`src/rtl/oneshot_pkg.sv`:
```
package oneshot_pkg;

  // Strobes from a channel's control to its counter
  typedef struct packed {
    logic load;   // reload the counter with the programmed length
    logic clear;  // force the counter to zero
    logic step;   // count one cycle down
  } pulseCtl_t;

endpackage

```
`src/rtl/oneshot_ctrl.sv`:
```
module oneshot_ctrl
  import oneshot_pkg::*;
(
  input  logic      clk,
  input  logic      trigA,
  input  logic      trigB,
  input  logic      clearN,
  input  logic      widthZero,
  input  logic      active,
  output pulseCtl_t ctl
);

  logic aPrev;
  logic bPrev;
  logic fallA;
  logic riseB;
  logic armed;

  // One-cycle history of the trigger lines. It follows the inputs in reset
  // too, so leaving reset never sees a stale edge.
  always_ff @(posedge clk) begin
    aPrev <= trigA;
    bPrev <= trigB;
  end

  assign fallA = aPrev & ~trigA;
  assign riseB = ~bPrev & trigB;

  // Each edge is qualified by the level of the other line
  assign armed = (fallA & trigB) | (riseB & ~trigA);

  always_comb begin
    ctl.clear = ~clearN;
    ctl.load  = clearN & armed & ~widthZero;
    ctl.step  = clearN & ~ctl.load & active;
  end

endmodule

```
`src/rtl/oneshot_count.sv`:
```
module oneshot_count
  import oneshot_pkg::*;
#(
  parameter int WidthBits = 16
) (
  input  logic                 clk,
  input  logic                 rstN,
  input  pulseCtl_t            ctl,
  input  logic [WidthBits-1:0] widthIn,
  output logic                 active
);

  localparam logic [WidthBits-1:0] One = WidthBits'(1);

  logic [WidthBits-1:0] cnt;

  always_ff @(posedge clk) begin
    if (!rstN || ctl.clear) begin
      cnt <= '0;
    end else if (ctl.load) begin
      cnt <= widthIn;
    end else if (ctl.step) begin
      cnt <= cnt - One;
    end
  end

  assign active = (cnt != '0);

  // a load strobe leaves the full programmed length in the counter
  a_r4_reload_full: assert property (@(posedge clk) disable iff (!rstN)
    (ctl.load && !ctl.clear) |=> (cnt == $past(widthIn)));

  // a step strobe removes exactly one cycle
  a_r3_step_one: assert property (@(posedge clk) disable iff (!rstN)
    (ctl.step && !ctl.clear && !ctl.load) |=> (cnt == $past(cnt) - One));

endmodule

```
`src/rtl/retrig_oneshot.sv`:
```
module retrig_oneshot
  import oneshot_pkg::*;
#(
  parameter int NumChan   = 2,
  parameter int WidthBits = 16
) (
  input  logic                           clk,
  input  logic                           rstN,
  input  logic [NumChan-1:0]             trigA,
  input  logic [NumChan-1:0]             trigB,
  input  logic [NumChan-1:0]             clearN,
  input  logic [NumChan*WidthBits-1:0]   width,
  output logic [NumChan-1:0]             q,
  output logic [NumChan-1:0]             qn
);

  logic [NumChan-1:0] active;

  for (genvar i = 0; i < NumChan; i++) begin : g_chan
    pulseCtl_t            ctl;
    logic [WidthBits-1:0] chWidth;

    assign chWidth = width[i*WidthBits +: WidthBits];

    oneshot_ctrl u_ctrl (
      .clk       (clk),
      .trigA     (trigA[i]),
      .trigB     (trigB[i]),
      .clearN    (clearN[i]),
      .widthZero (chWidth == '0),
      .active    (active[i]),
      .ctl       (ctl)
    );

    oneshot_count #(.WidthBits(WidthBits)) u_count (
      .clk     (clk),
      .rstN    (rstN),
      .ctl     (ctl),
      .widthIn (chWidth),
      .active  (active[i])
    );

    // Clear gates the output without waiting for the counter
    assign q[i]  = active[i] & clearN[i];
    assign qn[i] = ~q[i];

    // qualified falling edge on A starts a pulse
    a_r1_fall_a_fires: assert property (@(posedge clk) disable iff (!rstN)
      (clearN[i] && $past(trigA[i]) && !trigA[i] && trigB[i] && chWidth != '0)
      |=> active[i]);

    // qualified rising edge on B starts a pulse
    a_r2_rise_b_fires: assert property (@(posedge clk) disable iff (!rstN)
      (clearN[i] && !$past(trigB[i]) && trigB[i] && !trigA[i] && chWidth != '0)
      |=> active[i]);

    // a low clear empties the counter at the next edge
    a_r6_clear_ends: assert property (@(posedge clk) disable iff (!rstN)
      !clearN[i] |=> !active[i]);

    // releasing clear with steady trigger lines starts nothing
    a_r8_release_quiet: assert property (@(posedge clk) disable iff (!rstN)
      ($rose(clearN[i]) && $stable(trigA[i]) && $stable(trigB[i]) && !active[i])
      |=> !active[i]);
  end

endmodule

```
`config.mk`:
```
export PLATFORM = sky130hd
export DESIGN_NAME = retrig_oneshot
export DESIGN_NICKNAME = d
export VERILOG_FILES = /design/src/rtl/oneshot_pkg.sv /design/src/rtl/oneshot_ctrl.sv /design/src/rtl/oneshot_count.sv /design/src/rtl/retrig_oneshot.sv
export SDC_FILE = /design/constraint.sdc
export NUM_CORES = 1
export LEC_CHECK = 0
export BUFFER_PORTS_ARGS = -buffer_cell sky130_fd_sc_hd__buf_2
export CAP_MARGIN = 30
export CORE_MARGIN = 2
export CORE_UTILIZATION = 40
export DETAILED_ROUTE_END_ITERATION = 6
export PLACE_DENSITY = 0.7
export RECOVER_POWER = 100
export SYNTH_ARGS = -nofsm -noshare
export SYNTH_HDL_FRONTEND = slang
export SYNTH_SLANG_ARGS = --single-unit
```
`constraint.sdc`:
```
create_clock -name clk -period 5.5 [get_ports clk]
set_input_delay 0.825 -clock clk [delete_from_list [all_inputs] [get_ports clk]]
set_output_delay 0.825 -clock clk [all_outputs]
set_load 0.05 [all_outputs]
```
==> metrics.txt <==
# TYPE chip_impl_metric gauge
chip_impl_info{name="run_status",value="finished, final reports clean"} 1
chip_impl_metric{name="worstRegToRegCells",unit=""} 6
chip_impl_metric{name="routed_wirelength",unit="mm"} 4.69
chip_impl_info{name="timing.hold.worst.class",value="reg -> reg"} 1
chip_impl_metric{name="postLayoutSetupSlackWorst",unit="ns"} 1.89
chip_impl_metric{name="finalHoldViolations",unit=""} 0
chip_impl_metric{name="maxSlewViolCount",unit=""} 0
chip_impl_metric{name="placed_cells_incl_taps",unit=""} 346
chip_impl_metric{name="hold_depth",unit=""} 2
chip_impl_metric{name="yosysWarningCount",unit=""} 0
chip_impl_metric{name="grt_pass1_wl",unit="mm"} 8.02
chip_impl_info{name="timing.critical_path.slowest_stage_cell",value="or4_1"} 1
chip_impl_metric{name="worstPathMaxFanout",unit=""} 14
chip_impl_metric{name="ff2ff_setup_slack",unit="ns"} 2.96
chip_impl_metric{name="design_power_total",unit="uW"} 822
chip_impl_metric{name="instances_no_fill",unit=""} 354
chip_impl_metric{name="data_required_time_of_the_worst_path",unit="ns"} 4.68
chip_impl_metric{name="grt_antenna_before_repair",unit=""} 0
chip_impl_metric{name="die_outline_area",unit="sq mm"} 0.00553
chip_impl_metric{name="num_vias",unit=""} 1914
chip_impl_info{name="tritoncts",value="done"} 1
chip_impl_metric{name="drt-pass1-iter-count",unit=""} 4
chip_impl_metric{name="gp_routability_congestion",unit=""} 0.796
chip_impl_metric{name="fin_nets",unit=""} 328
chip_impl_metric{name="maxCapViolations",unit=""} 0
chip_impl_metric{name="setup_viol_count_final",unit=""} 0
chip_impl_metric{name="dp_worst_setup_slack",unit="ns"} 2.40
chip_impl_metric{name="place.detailed.hpwl",unit="mm"} 3.52
chip_impl_metric{name="total_leakage_power",unit="nW"} 0.882
chip_impl_metric{name="fp.coreArea",unit="sq mm"} 0.00475
chip_impl_metric{name="total_area_of_multi_input_combinational_cells",unit="sq mm"} 0.00117
chip_impl_metric{name="clk_pin_slew",unit="ns"} 0.07
chip_impl_metric{name="post_cts_hold_buffer_count",unit=""} 0
chip_impl_metric{name="pwr_density_cell",unit="mW/mm^2"} 355
chip_impl_metric{name="sequential_cell_area",unit="sq um"} 721
chip_impl_metric{name="post-route-drc-count",unit=""} 0
chip_impl_metric{name="grt_start_max_net_pins",unit=""} 33
chip_impl_info{name="postSynth.topFlopCell",value="dfxtp_1"} 1
chip_impl_metric{name="layout_cell_share_with_drive_strength_beyond_1",unit="%"} 17.8
chip_impl_metric{name="ir_worst_vdd",unit="mV"} 0.152
chip_impl_metric{name="route.antenna.remaining_nets",unit=""} 0
chip_impl_info{name="rsz_0062_raised_after_global_routing",value="no"} 1
chip_impl_metric{name="antenna_cells",unit=""} 0
chip_impl_info{name="crit_path_cell_trace",value="or4_1 -> or4_1 -> nand2_1 -> clkbuf_1"} 1
chip_impl_metric{name="max_slew.worst_pin.slew",unit="ns"} 1.22
chip_impl_metric{name="postSynthNetCount",unit=""} 289
chip_impl_metric{name="worst_case_headroom_to_the_max_slew_limit",unit="%"} 18.4
chip_impl_metric{name="cts_htree_levels",unit=""} 2
chip_impl_metric{name="cts.repair_timing.setup_buffer_count",unit=""} 0
chip_impl_metric{name="ys_seq_elements",unit=""} 36
chip_impl_metric{name="cts_buffer_depth",unit=""} 2
chip_impl_info{name="holdPathEnd",value="g_chan[0].u_count.cnt[8]"} 1
chip_impl_metric{name="grt.total_usage",unit="%"} 18.5
chip_impl_metric{name="max_clock_freq",unit="GHz"} 0.277
chip_impl_metric{name="numClockSinks",unit=""} 36
chip_impl_info{name="critical-path-top-cell-by-count",value="or4_1"} 1
chip_impl_metric{name="resized_gates_after_cts",unit=""} 0
chip_impl_metric{name="tns",unit="ns"} 0
chip_impl_metric{name="slowest_delay",unit="ns"} 0.80
chip_impl_metric{name="detail_route.vias_per_cell",unit=""} 5.41
chip_impl_info{name="cts-root-buf",value="clkbuf_8"} 1
chip_impl_info{name="setup.worst_path.start_class",value="flop"} 1
chip_impl_metric{name="worstSkewPairLatency",unit="ns"} 0.29
chip_impl_info{name="most_common_library_cell_in_the_layout_ignoring_fill_and_taps",value="buf_2"} 1
chip_impl_info{name="layout.cells.most_common_list",value="buf_2 (37), dfxtp_1 (36), nor2_1 (27)"} 1
chip_impl_metric{name="first_global_vias",unit=""} 1796
chip_impl_metric{name="initial_core_util",unit="%"} 41.7
chip_impl_metric{name="worstPathArrival",unit="ns"} 2.79
chip_impl_info{name="timing.hold.worst.start",value="g_chan[0].u_count.cnt[8]"} 1
chip_impl_metric{name="placement_rows",unit=""} 25
chip_impl_metric{name="chipWidth",unit="um"} 74.4
chip_impl_info{name="critical_path.endpoint_type",value="primary output"} 1
chip_impl_metric{name="synth_edf_count",unit=""} 0
chip_impl_metric{name="ys_async_sr_fraction",unit="%"} 0
chip_impl_metric{name="io_pins",unit=""} 44
chip_impl_metric{name="timing.final.crit_period",unit="ns"} 3.61
chip_impl_metric{name="synth_seq_area_share",unit="%"} 36.4
chip_impl_metric{name="synth_area_per_cell",unit="sq um"} 8.02
chip_impl_metric{name="netlist_area",unit="sq mm"} 0.00198
chip_impl_metric{name="worst_clock_skew",unit="ns"} 0.00360
chip_impl_metric{name="synthCells",unit=""} 247
chip_impl_metric{name="cts_inserted_buffers",unit=""} 5
chip_impl_metric{name="layout_filler_cell_count",unit=""} 494
chip_impl_metric{name="syn_to_final_growth",unit="%"} 16.9
chip_impl_metric{name="chipHeight",unit="um"} 74.4
chip_impl_metric{name="globalRouteOverflowTotal",unit=""} 0
chip_impl_metric{name="synth.lib_cells_used.distinct",unit=""} 40
chip_impl_metric{name="worst_hold_slack",unit="ns"} 0.469
chip_impl_metric{name="placement.io_buffers",unit=""} 43
chip_impl_info{name="crit_path_class",value="reg -> out"} 1
chip_impl_info{name="reg2reg_from",value="g_chan[0].u_count.cnt[5]"} 1
chip_impl_metric{name="initialDrtViolationCount",unit=""} 89
chip_impl_metric{name="wire_length_per_cell_after_detailed_routing",unit="um"} 13.2
chip_impl_metric{name="final.period_utilization",unit="%"} 65.7
chip_impl_info{name="r2r_end",value="g_chan[0].u_count.cnt[0]"} 1
==> state kept, by name, indices dropped and copies added (netlist names) <==
| register | cells |
|---|---|
| g_chan.u_ctrl.aPrev | 2 |
| g_chan.u_count.cnt | 32 |
| g_chan.u_ctrl.bPrev | 2 |
==> layer usage <==
layer / vias to the layer above / routed length, um / global-route usage (%)
met5: - / 0 / 0
met4: 0 / 113 / 7.54
met3: 11 / 205 / 3.93
li1: 998 / - / -
met1: 863 / 2140 / 23.4
met2: 42 / 2230 / 30.7
==> layout make-up <==
class                      count  area share [%]
tap                           67            3.62
clock buffer                   5            2.97
clock inverter                 3           0.810
inverter                      11            1.78
sequential                    36            31.1
multi-input combinational    187            50.4
timing repair buffer          45            9.29
==> through the flow <==
step	util (%)	cell area, sq um
after floorplan	-	1980
after global placement	47.3	2250
after detailed placement	47.3	2250
after CTS	49.2	2340
after global routing	48.7	2320
final	48.7	2320
==> report_power, final <==
| part | total, mW | switching (mW) | internal, mW |
|---|---|---|---|
| Combinational | 0.324 | 0.201 | 0.122 |
| Clock | 0.185 | 0.0966 | 0.0882 |
| Sequential | 0.313 | 0.0263 | 0.287 |
==> worst max-delay path: cells and delay by family (launching register included) <==
family / cells / cell delay, ns
AND/OR/NAND/NOR: 3 / 1.66
buffers and inverters: 1 / 0.48
flip-flops: 1 / 0.35
==> worst max-delay path by stage <==
| stage | slack [ns] | end | from |
|---|---|---|---|
| floorplan | 2.31 | q[0] | g_chan[0].u_count.cnt[0] |
| global placement | 2.44 | q[0] | g_chan[0].u_count.cnt[5] |
| detailed placement | 2.40 | q[0] | g_chan[0].u_count.cnt[5] |
| CTS | 2.08 | q[0] | g_chan[0].u_count.cnt[5] |
| global route | 1.77 | qn[0] | g_chan[0].u_count.cnt[5] |
| finish | 1.89 | qn[0] | g_chan[0].u_count.cnt[5] |
==> Yosys cell counts (2+ instances only) <==
library cell	n	area share [%]
xor2_1	11	4.9
dfxtp_1	36	36
a311oi_1	5	2.2
ha_1	2	1.3
o21ai_0	17	4.3
or4_1	5	1.9
nor4_1	12	3.8
nand2_1	14	2.7
a21oi_1	13	3.3
or2_2	2	0.63
nand3_1	13	3.3
o211ai_1	2	0.76
a211oi_1	11	4.2
clkbuf_1	10	1.9
nand3b_1	3	1.1
mux2i_1	2	1.0
inv_1	11	2.1
or4b_2	2	1.0
nand4_1	4	1.3
buf_2	2	0.51
xnor2_1	6	2.7
a31oi_1	4	1.3
o2111ai_1	2	0.88
nor3_1	7	1.8
nor2b_1	3	0.95
nor4b_1	6	2.7
nor2_1	27	5.1
o41ai_1	3	1.3
==> cells by family after synthesis <==
logic type               after synthesis  synth area share, %
AND/OR/NAND/NOR                      105                 29.0
XOR/XNOR                              17                 7.51
buffers and inverters                 24                 5.05
flip-flops                            36                 36.4
multiplexers                           2                 1.01
AO/OA/AOI/OAI                         61                 19.8
adder cells (fa/ha/maj)                2                 1.26
Power figures use the tool's default switching activity.
